--- src/rtl/pcc_pkg.sv ---
package pcc_pkg;

   typedef enum logic [1:0] {
      MODE_CLEAR = 2'd0,
      MODE_LOAD  = 2'd1,
      MODE_COUNT = 2'd2,
      MODE_HOLD  = 2'd3
   } pcc_mode_t;

endpackage

--- src/rtl/pcc_next.sv ---
module pcc_next
   import pcc_pkg::*;
#(
   parameter int W = 4
) (
   input  logic [W-1:0] q,
   input  logic [W-1:0] din,
   input  logic         clr_req,
   input  logic         load_n,
   input  logic         en_par,
   input  logic         en_trk,
   output logic [W-1:0] nxt
);

   pcc_mode_t mode;

   // fixed priority: clear, load, count, hold
   always_comb begin
      if (clr_req)                 mode = MODE_CLEAR;
      else if (!load_n)            mode = MODE_LOAD;
      else if (en_par && en_trk)   mode = MODE_COUNT;
      else                         mode = MODE_HOLD;
   end

   always_comb begin
      unique case (mode)
         MODE_CLEAR: nxt = '0;
         MODE_LOAD:  nxt = din;
         MODE_COUNT: nxt = q + W'(1);
         default:    nxt = q;
      endcase
   end

endmodule

--- src/rtl/pcc_term.sv ---
module pcc_term #(
   parameter int W = 4
) (
   input  logic [W-1:0] q,
   input  logic         en_trk,
   output logic         tc
);

   localparam logic [W-1:0] TOP_VAL = {W{1'b1}};

   assign tc = en_trk && (q == TOP_VAL);

endmodule

--- src/rtl/pcc_stage.sv ---
module pcc_stage #(
   parameter int W        = 4,
   parameter bit SYNC_RST = 1'b0
) (
   input  logic         clk,
   input  logic         rst_n,
   input  logic         load_n,
   input  logic [W-1:0] din,
   input  logic         en_par,
   input  logic         en_trk,
   output logic [W-1:0] q,
   output logic         tc
);

   logic [W-1:0] q_r;
   logic [W-1:0] nxt;
   logic         clr_req;

   assign clr_req = SYNC_RST ? ~rst_n : 1'b0;

   pcc_next #(.W(W)) u_next (
      .q       (q_r),
      .din     (din),
      .clr_req (clr_req),
      .load_n  (load_n),
      .en_par  (en_par),
      .en_trk  (en_trk),
      .nxt     (nxt)
   );

   generate
      if (SYNC_RST) begin : g_sync_rst
         always_ff @(posedge clk) begin
            q_r <= nxt;
         end
      end else begin : g_async_rst
         always_ff @(posedge clk or negedge rst_n) begin
            if (!rst_n) q_r <= '0;
            else        q_r <= nxt;
         end
      end
   endgenerate

   pcc_term #(.W(W)) u_term (
      .q      (q_r),
      .en_trk (en_trk),
      .tc     (tc)
   );

   assign q = q_r;

endmodule

--- src/rtl/pcc_chain.sv ---
module pcc_chain #(
   parameter int STAGE_W  = 4,
   parameter int STAGES   = 3,
   parameter bit SYNC_RST = 1'b0
) (
   input  logic                        clk,
   input  logic                        rst_n,
   input  logic                        load_n,
   input  logic [STAGES*STAGE_W-1:0]   din,
   input  logic                        en_par,
   input  logic                        en_trk,
   output logic [STAGES*STAGE_W-1:0]   count,
   output logic                        carry_out
);

   localparam int TOTAL_W = STAGES * STAGE_W;

   generate
      if (STAGE_W < 1 || STAGE_W > 32) begin : g_bad_width
         $error("pcc_chain: STAGE_W must lie in 1..32");
      end
      if (STAGES < 1 || STAGES > 64) begin : g_bad_stages
         $error("pcc_chain: STAGES must lie in 1..64");
      end
   endgenerate

   logic [STAGES:0] trk;

   assign trk[0] = en_trk;

   generate
      for (genvar k = 0; k < STAGES; k++) begin : g_stage
         pcc_stage #(
            .W        (STAGE_W),
            .SYNC_RST (SYNC_RST)
         ) u_stage (
            .clk    (clk),
            .rst_n  (rst_n),
            .load_n (load_n),
            .din    (din[k*STAGE_W +: STAGE_W]),
            .en_par (en_par),
            .en_trk (trk[k]),
            .q      (count[k*STAGE_W +: STAGE_W]),
            .tc     (trk[k+1])
         );
      end
   endgenerate

   assign carry_out = trk[STAGES];

   logic [TOTAL_W-1:0] unused_w;
   assign unused_w = '0;

endmodule

--- config.mk ---
export PLATFORM = sky130hd
export DESIGN_NAME = pcc_chain
export DESIGN_NICKNAME = d
export VERILOG_FILES = /design/src/rtl/pcc_pkg.sv /design/src/rtl/pcc_next.sv /design/src/rtl/pcc_term.sv /design/src/rtl/pcc_stage.sv /design/src/rtl/pcc_chain.sv
export SDC_FILE = /design/constraint.sdc
export NUM_CORES = 1
export LEC_CHECK = 0
export ABC_CLOCK_PERIOD_IN_PS = 2100
export BUFFER_PORTS_ARGS = -buffer_cell sky130_fd_sc_hd__buf_4
export CAP_MARGIN = 10
export CORE_UTILIZATION = 45
export DETAILED_ROUTE_END_ITERATION = 12
export GPL_TIMING_DRIVEN = 1
export PLACE_DENSITY = 0.72
export SLEW_MARGIN = 5
export SYNTH_ARGS = -nofsm -noshare
export SYNTH_HDL_FRONTEND = slang
export SYNTH_HIERARCHICAL = 1
export SYNTH_SLANG_ARGS = --single-unit
--- constraint.sdc ---
create_clock -name clk -period 2.1 [get_ports clk]
set_input_delay 0.21 -clock clk [delete_from_list [all_inputs] [get_ports clk]]
set_output_delay 0.21 -clock clk [all_outputs]
set_load 0.01 [all_outputs]
==> results.md, run 1 <==
- Core Box Area: 1380 µm²
- PD cells: 548 nW/µm²
- Die height: 41.5 µm
- Register area share after synthesis: 0.428
- Crit. End Element: flop
- Post-synth EDFFs: 0
- Starting density of the core: 0.508
- Cells after synthesis: 81
- Worst R2R Setup Slack: slightly above 0.2 ns
- Fraction of registers with async set or reset after synthesis: 1.00
- CTS Root Cell: clkbuf_4
- Worst Skew: 0.00234 ns
- Grt total ovfl: 0
- Final ANT Viol Nets: 0
- Yosys warnings: 6
- Largest net degree at the start of global routing: 25
- RSZ-0062 raised after global routing: no
- Setup-failing EPs final: 0
- Clk sink count: 12
- Dpl cell area: ~970 µm²
- Clk_lat worst skew: 0.27 ns
- Synth unique cells: 13
- Worst-case vdd ir drop: about 0.32 mV
- Storage cell area: between 300 and 400 µm²
- Fill cell count: 113
- FP Rows: 13
- WL final: about 1600 µm
- Initial antenna violation count: 0
- GP Congestion: 0.742
- CP Cell Sequence: nand3_1 > nor2_1 > nand3_1 > nor2_1 > nand2_2 > or3_1 > a311oi_1
- Top cells by count, synth: nor2_1 (15), dfrtp_1 (12), nand3_1 (12)
- Min Tclk post-route: approximately 1.9 ns
- Clock slew at reported path FFs: ~0.080 ns
- Post-layout instance area: 1010 µm²
- Ys flop type: dfrtp_1
- Starting DRT DRC Count: 16
- Total I/O pin count: 30
- WL/cell: between 10 and 15 µm
- Final Hold Vio Count: 0
- CTS H-tree depth: 1
- Delay-heaviest family, CP: simple AND/OR/NAND/NOR gates
- Critical Path RT: about 2.3 ns
- Global Route Usage Sum: 0.214
- Crit path largest cell delay: 0.44 ns
- Vias in the first global route: 636
- Via count: 694
- Worst path slowest cell: dfrtp_1
- CTS tree: done
- Total iterations of the first detailed-routing run: 4
- Crit Path Category: flop to flop
- DP HPWL: ~1200 µm
- Synth Area per Inst: 8.67 µm²
- DIE AREA: 1720 µm²
- Max Slew Vio Count: 0
- Max reg flops: 12
- Final Cycle Share: 0.901
- Yosys top cell area share: 0.428
- CP bufs+invs: 0
- Fmax: 528 MHz
- # Max-Cap Violations: 0
- TritonCTS Buffers: 3
- Ant diodes: 0
- Area contributors post-synth: dfrtp_1 (43%), nand3_1 (8.6%), nor2_1 (8.0%), a311oi_1 (7.5%), xor2_1 (7.5%)
- First-pass GRT wire length: 2880 µm
- IO buf count: 29
- Leak Pwr: 0.000475 µW
- Place WS: 0.239 ns
- Leading area contributor after synthesis: dfrtp_1
- Post-Route Setup TNS: 0 ns
- Footprint of the multi-input gates: ~420 µm²
- Post-layout util: 0.734
- Via density: approximately 5.1
- Worst Hold Class: input pin to flop
- Longest Clk Path Bufs: 2
- Crit path setup slack, layout: 0.207 ns
- Most instantiated library cell after synthesis: nor2_1
- Register bit count reported by yosys: 12
- Cts repair resizes: 0
- Synth Cell Area: 702 µm²
- Run status: complete, no violations
- DRC Markers: 0
- Layout cell share with drive strength beyond 1: 0.303
- Die X: 41.5 µm
- CP max FO: 5
- Area Growth Syn to Fin: 44.6%
- CP Data Arrival Time: around 2.1 ns
- Startpoint Class: flop
- Final net count: 143
[logic make-up (layout without fill, tap and decap cells)]
group                    count (synthesis)  after routing  share of synthesized area
other                                    3             12                     0.0160
XOR/XNOR                                 6              6                     0.0749
flip-flops                              12             12                      0.428
buffers and inverters                    3             35                     0.0160
AO/OA/AOI/OAI                           15             15                      0.160
adder cells (fa/ha/maj)                  3              3                     0.0535
AND/OR/NAND/NOR                         39             39                      0.251
[report_power, final]
| part | leakage, µW | total [µW] | internal, µW | switching (µW) |
|---|---|---|---|---|
| Sequential | 0.000156 | 267 | 247 | 20.2 |
| Clock | 0.0000210 | 182 | 105 | 76.4 |
| Combinational | 0.000299 | 108 | 57.5 | 50.6 |
| Total | 0.000475 | 557 | 409 | 147 |
[cell type report]
| class | count | share of cell area |
|---|---|---|
| timing repair buffer | 31 | 0.232 |
| clock buffer | 4 | 0.0358 |
| multi-input combinational | 75 | 0.418 |
| sequential | 12 | 0.296 |
| tap | 15 | 0.0185 |
[metal layers]
| metal | GRT usage | vias to the layer above | share of wire |
|---|---|---|---|
| li1 | - | 362 | - |
| met1 | 0.296 | 308 | 0.46 |
| met2 | 0.331 | 22 | 0.48 |
| met3 | 0.0304 | 2 | 0.049 |
| met4 | 0.0968 | 0 | 0.0076 |
| met5 | 0 | - | 0 |
[tightest hold or removal path: cells and delay by family]
kind	cells	cell delay (ns)
buffers and inverters	1	0.10
AOI/OAI and AO/OA	1	0.05
and+or+nand+nor	1	0.08
[placed cells by master, fill, tap and decap left out]
cell / instances
a211oi_1: 6
a311oi_1: 6
buf_4: 30
clkbuf_4: 3
clkbuf_8: 1
conb_1: 12
dfrtp_1: 12
dlygate4sd3_1: 1
ha_1: 3
nand2_1: 6
nand2_2: 3
nand3_1: 12
nor2_1: 15
o21ai_0: 3
or3_1: 3
xor2_1: 6
[path summary, 6_finish.rpt]
| check | startpoint | to | cells after the start |
|---|---|---|---|
| worst min register to register | g_stage[1].u_stage/q[3] | g_stage[1].u_stage/q[3] | 2 |
| max in group asynchronous | rst_n | g_stage[0].u_stage/q[2] | 2 |
| worst min-delay path | din[10] | g_stage[2].u_stage/q[2] | 3 |
| min in group asynchronous | rst_n | g_stage[1].u_stage/q[2] | 2 |
| worst max-delay path | g_stage[0].u_stage/q[0] | g_stage[2].u_stage/q[3] | 7 |
| worst max register to register | g_stage[0].u_stage/q[0] | g_stage[2].u_stage/q[3] | 7 |
[what timing repair did]
action | CTS | global route
hold buffers | 1 | 0
hold endpoints to repair | 12 | 0
buffers inserted | 0 | 0
[stage by stage]
| step | hold slack [ns] | instances | power [µW] |
|---|---|---|---|
| floorplan | -0.0856 | 90 | 314 |
| global placement | 0.0582 | 132 | 376 |
| detailed placement | 0.0602 | 132 | 378 |
| CTS | 0.198 | 137 | 568 |
| global route | 0.221 | 137 | 594 |
| finish | 0.211 | 137 | 557 |
Power figures use the tool's default switching activity.
==> inputs of run 2 (changes only) <==
ABC_CLOCK_PERIOD_IN_PS = 2050   (was 2100)
BUFFER_PORTS_ARGS = not set   (was -buffer_cell sky130_fd_sc_hd__buf_4)
DONT_BUFFER_PORTS = 1   (was not set)
PLACE_DENSITY = 0.56   (was 0.72)
TNS_END_PERCENT = 10   (was not set)
clock period = 2.05 ns   (was 2.1 ns; I/O delays follow)
==> run 2 against run 1 <==
  * Worst setup slack lost 0.062 ns
  * Clock skew down 0.00087 ns
  * Flip-flop and latch count unchanged
  * Largest power group unchanged
  * Combinational power fell by 50%
  * Largest cell class unchanged
  * Clock power rose by 3%
  * Register-to-register slack improved by 0.04 ns
  * Worst hold slack got worse by 0.19 ns
  * Cell area fell by 20%
  * Non-clock buffer count decreased by 27
  * Sequential power up 4%
==> results.md, run 2 (synthesized netlist as in run 1, its figures left out) <==
- Run status: complete, no violations
- Final ANT Viol Nets: 0 (unchanged)
- Fill cell count: 126 (+12%)
- DRC Markers: 0 (unchanged)
- FF-to-FF path depth: 7 (unchanged)
- Dpl cell area: 766 µm² (-21%)
- Core Box Area: 1380 µm² (unchanged)
- Switch share: 0.259 (-0.00516)
- Total I/O pin count: 30 (unchanged)
- IO buf count: 0 (-100%)
- Crit. End Element: primary output
- CP bufs+invs: 1 (+1)
- Die height: 41.5 µm (unchanged)
- Total iterations of the first detailed-routing run: 4 (unchanged)
- Layout cell share with drive strength beyond 1: 0.116 (-0.187)
- Min Tclk post-route: 1.90 ns
- Via density: 5.62 (+11%)
- Worst Hold Class: input pin to flop
- Hold_ws: 0.0244 ns (-0.186 ns)
- Max reg flops: 12 (unchanged)
- Longest Clk Path Bufs: 2 (unchanged)
- Via count: 618 (-11%)
- Storage cell area: 300 µm² (unchanged)
- FP Rows: 13 (unchanged)
- CP Cell Sequence: nand2_1 > nor2_2 > nand3_1 > nor2_1 > buf_4 > nand3_1 > nor2_1
- DIE AREA: 1720 µm² (unchanged)
- CP Data Arrival Time: 1.70 ns (-0.35 ns)
- Starting DRT DRC Count: 10 (-6)
- Post-layout instance area: 815 µm² (-20%)
- CP Capture Point: carry_out
- Final Hold Vio Count: 0 (unchanged)
- Die X: 41.5 µm (unchanged)
- Area Growth Syn to Fin: 16.0%
- Crit Path Category: flop to primary output
- Startpoint Class: flop
- Global Route Usage Sum: 0.175 (-0.0396)
- Reg2reg end: g_stage[2].u_stage/q[3]
- Vias in the first global route: 580 (-8.8%)
- Worst-case vdd ir drop: 0.278 mV (-12%)
- Number of instances in the placed design: 105 (-20%)
- PD cells: 638 nW/µm² (+16%)
- CTS Root Cell: clkbuf_4
- Ant diodes: 0 (unchanged)
- Starting density of the core: 0.508 (unchanged)
- Post-CTS setup repair buffer count: 0 (unchanged)
- CP Depth: 7 (unchanged)
- Total chip power: 520 µW (-6.6%)
- Worst path slowest cell: dfrtp_1
- Final Cycle Share: 0.929
- CTS tree: done
- Post-Route Setup TNS: 0 ns (unchanged)
- Final net count: 116 (-19%)
- RSZ-0062 raised after global routing: no
- Initial antenna violation count: 0 (unchanged)
- Relative slew slack: 0.623
- Commonest non-fill, non-tap cells in the layout: nor2_1 (14), dfrtp_1 (12), conb_1 (12), nand3_1 (12)
- TritonCTS Buffers: 3 (unchanged)
- CP max FO: 4 (-1)
- Fmax: 525 MHz
- GP Congestion: 0.745 (+0.40%)
- Delay-heaviest family, CP: simple AND/OR/NAND/NOR gates
- Leak Pwr: 0.000341 µW (-28%)
- Clock power share: 0.360 (+0.034)
- Worst Setup SP: g_stage[0].u_stage/q[2]
- P_int: 385 µW (-5.9%)
- Setup-failing EPs final: 0 (unchanged)
- WL final: 1430 µm (-10%)
- P_sw: 135 µW (-8.4%)
- Clk sink count: 12 (unchanged)
- Clk_lat worst skew: 0.26 ns (about the same)
- Clock slew at reported path FFs: 0.08 ns (about the same)
- Critical Path RT: 1.85 ns (-0.41 ns)
- Commonest non-fill, non-tap cell in the layout: nor2_1
- CTS H-tree depth: 1 (unchanged)
- Worst Skew: 0.00147 ns (-0.000870 ns)
- # Max-Cap Violations: 0 (unchanged)
- Crit path largest cell delay: 0.47 ns (+0.03 ns)
- Worst R2R Setup Slack: 0.25 ns (+0.04 ns)
- Reg power frac: 0.535 (+0.056)
- Grt total ovfl: 0 (unchanged)
- First-pass GRT wire length: 2390 µm (-17%)
- Max Slew Vio Count: 0 (unchanged)
- Layout Cells excl Fill: 110 (-20%)
- Largest net degree at the start of global routing: 25 (unchanged)
- Combinational Power Share: 0.105 (-0.089)
- Critical R2R Launch: g_stage[0].u_stage/q[2]
- WL/cell: 13.0 µm (+12%)
- DP HPWL: 1040 µm (-10%)
- Footprint of the multi-input gates: 427 µm² (+0.59%)
- Hold path cells: 1 (-2)
- Worst Tran Pin Value: 0.564 ns
run 2: cell count changes in the layout (fill, tap and decap cells not counted):
cell,before,now
nor2_2,0,1
buf_4,30,3
nor2_1,15,14
run 2: how the worst min path moves through the flow:
stage | from | endpoint | slack, ns
finish | load_n | g_stage[0].u_stage/q[0] | 0.02
global route | load_n | g_stage[1].u_stage/q[2] | 0.005
CTS | load_n | g_stage[0].u_stage/q[0] | 0.01
detailed placement | rst_n | g_stage[0].u_stage/q[3] | -0.09
global placement | rst_n | g_stage[0].u_stage/q[3] | -0.09
floorplan | rst_n | g_stage[0].u_stage/q[0] | -0.09
run 2: timing repair:
item | in CTS | in global routing
endpoints found under the setup margin | 0 | 1
endpoints found under the hold margin | 12 | 0
gates resized for setup | 0 | 1
hold buffers | 1 | 0
run 2: cell type report:
| cell class | count | area share |
|---|---|---|
| clock buffer | 4 | 0.0445 |
| multi-input combinational | 75 | 0.524 |
| sequential | 12 | 0.369 |
| tap | 15 | 0.0230 |
| timing repair buffer | 4 | 0.0399 |
run 2: layer usage:
layer | routed length, µm | GRT usage
met5 | 0 | 0
met4 | 12 | 0.0581
met3 | 80 | 0.0652
met2 | 634 | 0.294
met1 | 699 | 0.204
run 2: worst reg2reg max path, delay by kind of cell (launching register included):
family / cells / cell delay [ns]
AO/OA/AOI/OAI: 1 / 0.25
flip-flops: 1 / 0.47
AND/OR/NAND/NOR: 6 / 0.99
run 2: per-stage QoR:
step,utilization,setup slack (ns)
after floorplan,-,0.261
after global placement,0.554,0.275
after detailed placement,0.554,0.185
after CTS,0.587,0.0813
after global routing,0.589,0.0485
final,0.589,0.145
run 2: power by group through the flow:
stage	clock network (µW)	logic [µW]	registers, µW
6_report	187	54.5	278
5_1_grt	204	63.1	282
4_1_cts	195	54.9	278
3_5_place_dp	0	48.0	283
3_3_place_gp	0	47.1	283
2_1_floorplan	0	39.4	282
==> inputs of run 3 (changes only) <==
==> constraint.sdc (replaced) <==
create_clock -name clk -period 2.05 [get_ports clk]
set_input_delay 0.615 -clock clk [delete_from_list [all_inputs] [get_ports clk]]
set_output_delay 0.615 -clock clk [all_outputs]
set_load 0.01 [all_outputs]
==> run 3 against run 2 <==
  * Sequential power about the same
  * Critical endpoint unchanged
  * Worst setup slack worse by 0.067 ns
  * Critical path depth down 1
  * Critical path type unchanged
  * Die area unchanged
  * Count of clock-buffer cells in the layout unchanged
  * Via count up 2.1%
  * Flip-flop and latch count unchanged
==> results.md, run 3 (synthesized netlist as in run 1, its figures left out) <==
- Run status: complete, no violations
- Crit Path Category: flop to primary output
- Worst-case vdd ir drop: 0.392 mV (+41%)
- Clock power share: 0.365 (+0.005)
- Combinational Power Share: 0.100 (-0.005)
- DRC Markers: 0 (unchanged)
- Fmax: 507 MHz (-3.4%)
- Clk sink count: 12 (unchanged)
- Starting DRT DRC Count: 14 (+4)
- DP HPWL: 1020 µm (-2.5%)
- Final ANT Viol Nets: 0 (unchanged)
- RSZ-0062 raised after global routing: no
- TritonCTS Buffers: 3 (unchanged)
- Clk_lat worst skew: 0.27 ns (about the same)
- Hold buffers post-CTS: 0 (-1)
- Area Growth Syn to Fin: 20.9%
- WL final: 1490 µm (+4.7%)
- Via count: 631 (+2.1%)
- Reg power frac: 0.535 (about the same)
- Final Hold Vio Count: 0 (unchanged)
- Max reg flops: 12 (unchanged)
- DR WL met3: 81 µm (+1.3%)
- CTS H-tree depth: 1 (unchanged)
- Dpl cell area: 776 µm² (+1.3%)
- CTS Root Cell: clkbuf_4
- Layout cell share with drive strength beyond 1: 0.204 (+0.0883)
- Total I/O pin count: 30 (unchanged)
- Global Route Usage Sum: 0.180 (+0.00505)
- Min Tclk post-route: 1.97 ns (+0.0669 ns)
- GP Congestion: 0.764 (+2.4%)
- Leak Pwr: 0.000358 µW (+4.9%)
- CTS tree: done
- Worst Skew: 0.00598 ns (+0.00451 ns)
- Via density: 5.58 (-0.61%)
- CP max FO: 2 (-2)
- Post-layout instance area: 848 µm² (+4.1%)
- P_int: 386 µW (+0.31%)
- Core Box Area: 1380 µm² (unchanged)
- Vias in the first global route: 568 (-2.1%)
- Startpoint Class: flop
- Starting density of the core: 0.508 (unchanged)
- Grt total ovfl: 0 (unchanged)
- Critical Path RT: 1.43 ns (-0.42 ns)
- DIE AREA: 1720 µm² (unchanged)
- Final Cycle Share: 0.962 (+0.0326)
- FP Rows: 13 (unchanged)
- M1 WL: 681 µm (-2.6%)
- Clock slew at reported path FFs: 0.08 ns (about the same)
- WL/cell: 13.2 µm (+1.9%)
- Initial antenna violation count: 0 (unchanged)
- Crit. End Element: primary output
- Total chip power: 521 µW (+0.16%)
- Die X: 41.5 µm (unchanged)
- Largest net degree at the start of global routing: 25 (unchanged)
- Max Slew Vio Count: 0 (unchanged)
- Worst Hold Class: input pin to asynchronous set/reset pin
- Setup-failing EPs final: 0 (unchanged)
- CP Data Arrival Time: 1.36 ns (-0.34 ns)
- Highest Signal Layer: met4
- Commonest non-fill, non-tap cells in the layout: nor2_1 (12), conb_1 (12), dfrtp_1 (11), nand3_1 (11), buf_4 (7)
- IO buf count: 0 (unchanged)
- Switch share: 0.258 (-0.00105)
- First-pass GRT wire length: 2390 µm (-0.29%)
- Longest Clk Path Bufs: 2 (unchanged)
- Total iterations of the first detailed-routing run: 4 (unchanged)
- Ant diodes: 0 (unchanged)
- Final net count: 119 (+2.6%)
- Wire length on met2: 719 µm (+13%)
- PD cells: 614 nW/µm² (-3.8%)
- Die height: 41.5 µm (unchanged)
- Post-Route Setup TNS: 0 ns (unchanged)
- # Max-Cap Violations: 0 (unchanged)
- P_sw: 134 µW (-0.24%)
run 3: cell count changes in the layout (fill, tap and decap cells not counted):
cell	before	now
buf_4	3	7
dfrtp_1	12	11
dfrtp_2	0	1
dlygate4sd3_1	1	0
nand2_1	6	5
nand2_2	3	4
nand3_1	12	11
nand3_2	0	1
nor2_1	14	12
nor2_2	1	3
run 3: area by class of cell:
cell class	instances	area, µm²
Fill cell	126	534
Multi-Input combinational cell	75	439
Sequential cell	12	302
Timing Repair Buffer	7	52.6
Clock buffer	4	36.3
Tap cell	15	18.8
run 3: final timing paths:
check	start	endpoint	slack, ns	cells past startpoint
max	g_stage[0].u_stage/q[0]	carry_out	0.08	6
min	rst_n	g_stage[0].u_stage/q[3]	0.03	0
max reg2reg	g_stage[0].u_stage/q[0]	g_stage[2].u_stage/q[3]	0.14	10
min reg2reg	g_stage[0].u_stage/q[3]	g_stage[0].u_stage/q[3]	0.65	2
max in group asynchronous	rst_n	g_stage[1].u_stage/q[0]	1.94	0
min in group clk	load_n	g_stage[0].u_stage/q[0]	0.42	1
run 3: power groups by stage:
| stage | logic, µW | registers (µW) | clock network (µW) |
|---|---|---|---|
| detailed placement | 50.8 | 281 | 0 |
| global placement | 50.6 | 281 | 0 |
| finish | 52.2 | 278 | 190 |
| global route | 61.1 | 281 | 207 |
| CTS | 51.6 | 277 | 195 |
| floorplan | 39.5 | 282 | 0 |
run 3: per-layer routing:
metal / up-vias / GRT usage
li1: 314 / -
met1: 292 / 0.244
met2: 23 / 0.278
met3: 2 / 0.0348
met4: 0 / 0.0774
met5: - / 0
run 3: what timing repair did:
| action | CTS | global route |
|---|---|---|
| buffers inserted | 3 | 0 |
| pin swaps | 4 | 2 |
| resized for setup | 2 | 3 |
| endpoints found under the setup margin | 1 | 2 |
run 3: worst max-delay path, stage by stage (launching register included):
cell and delay, ns:
dfrtp_1 0.38, nand3_2 0.09, nor2_2 0.14, nand3_1 0.10
nor2_2 0.14, nand3_1 0.10, nor2_2 0.14
run 3: metrics by stage:
stage                     std cells  worst slack [ns]  hold WS, ns  utilization
final                           113            0.0784       0.0284        0.614
after global routing            113          0.000533       0.0131        0.614
after CTS                       113          -0.00621       0.0234        0.607
after detailed placement        106            0.0554        0.320        0.561
after global placement          106            0.0700        0.320        0.561
after floorplan                  90            0.0250        0.319            -
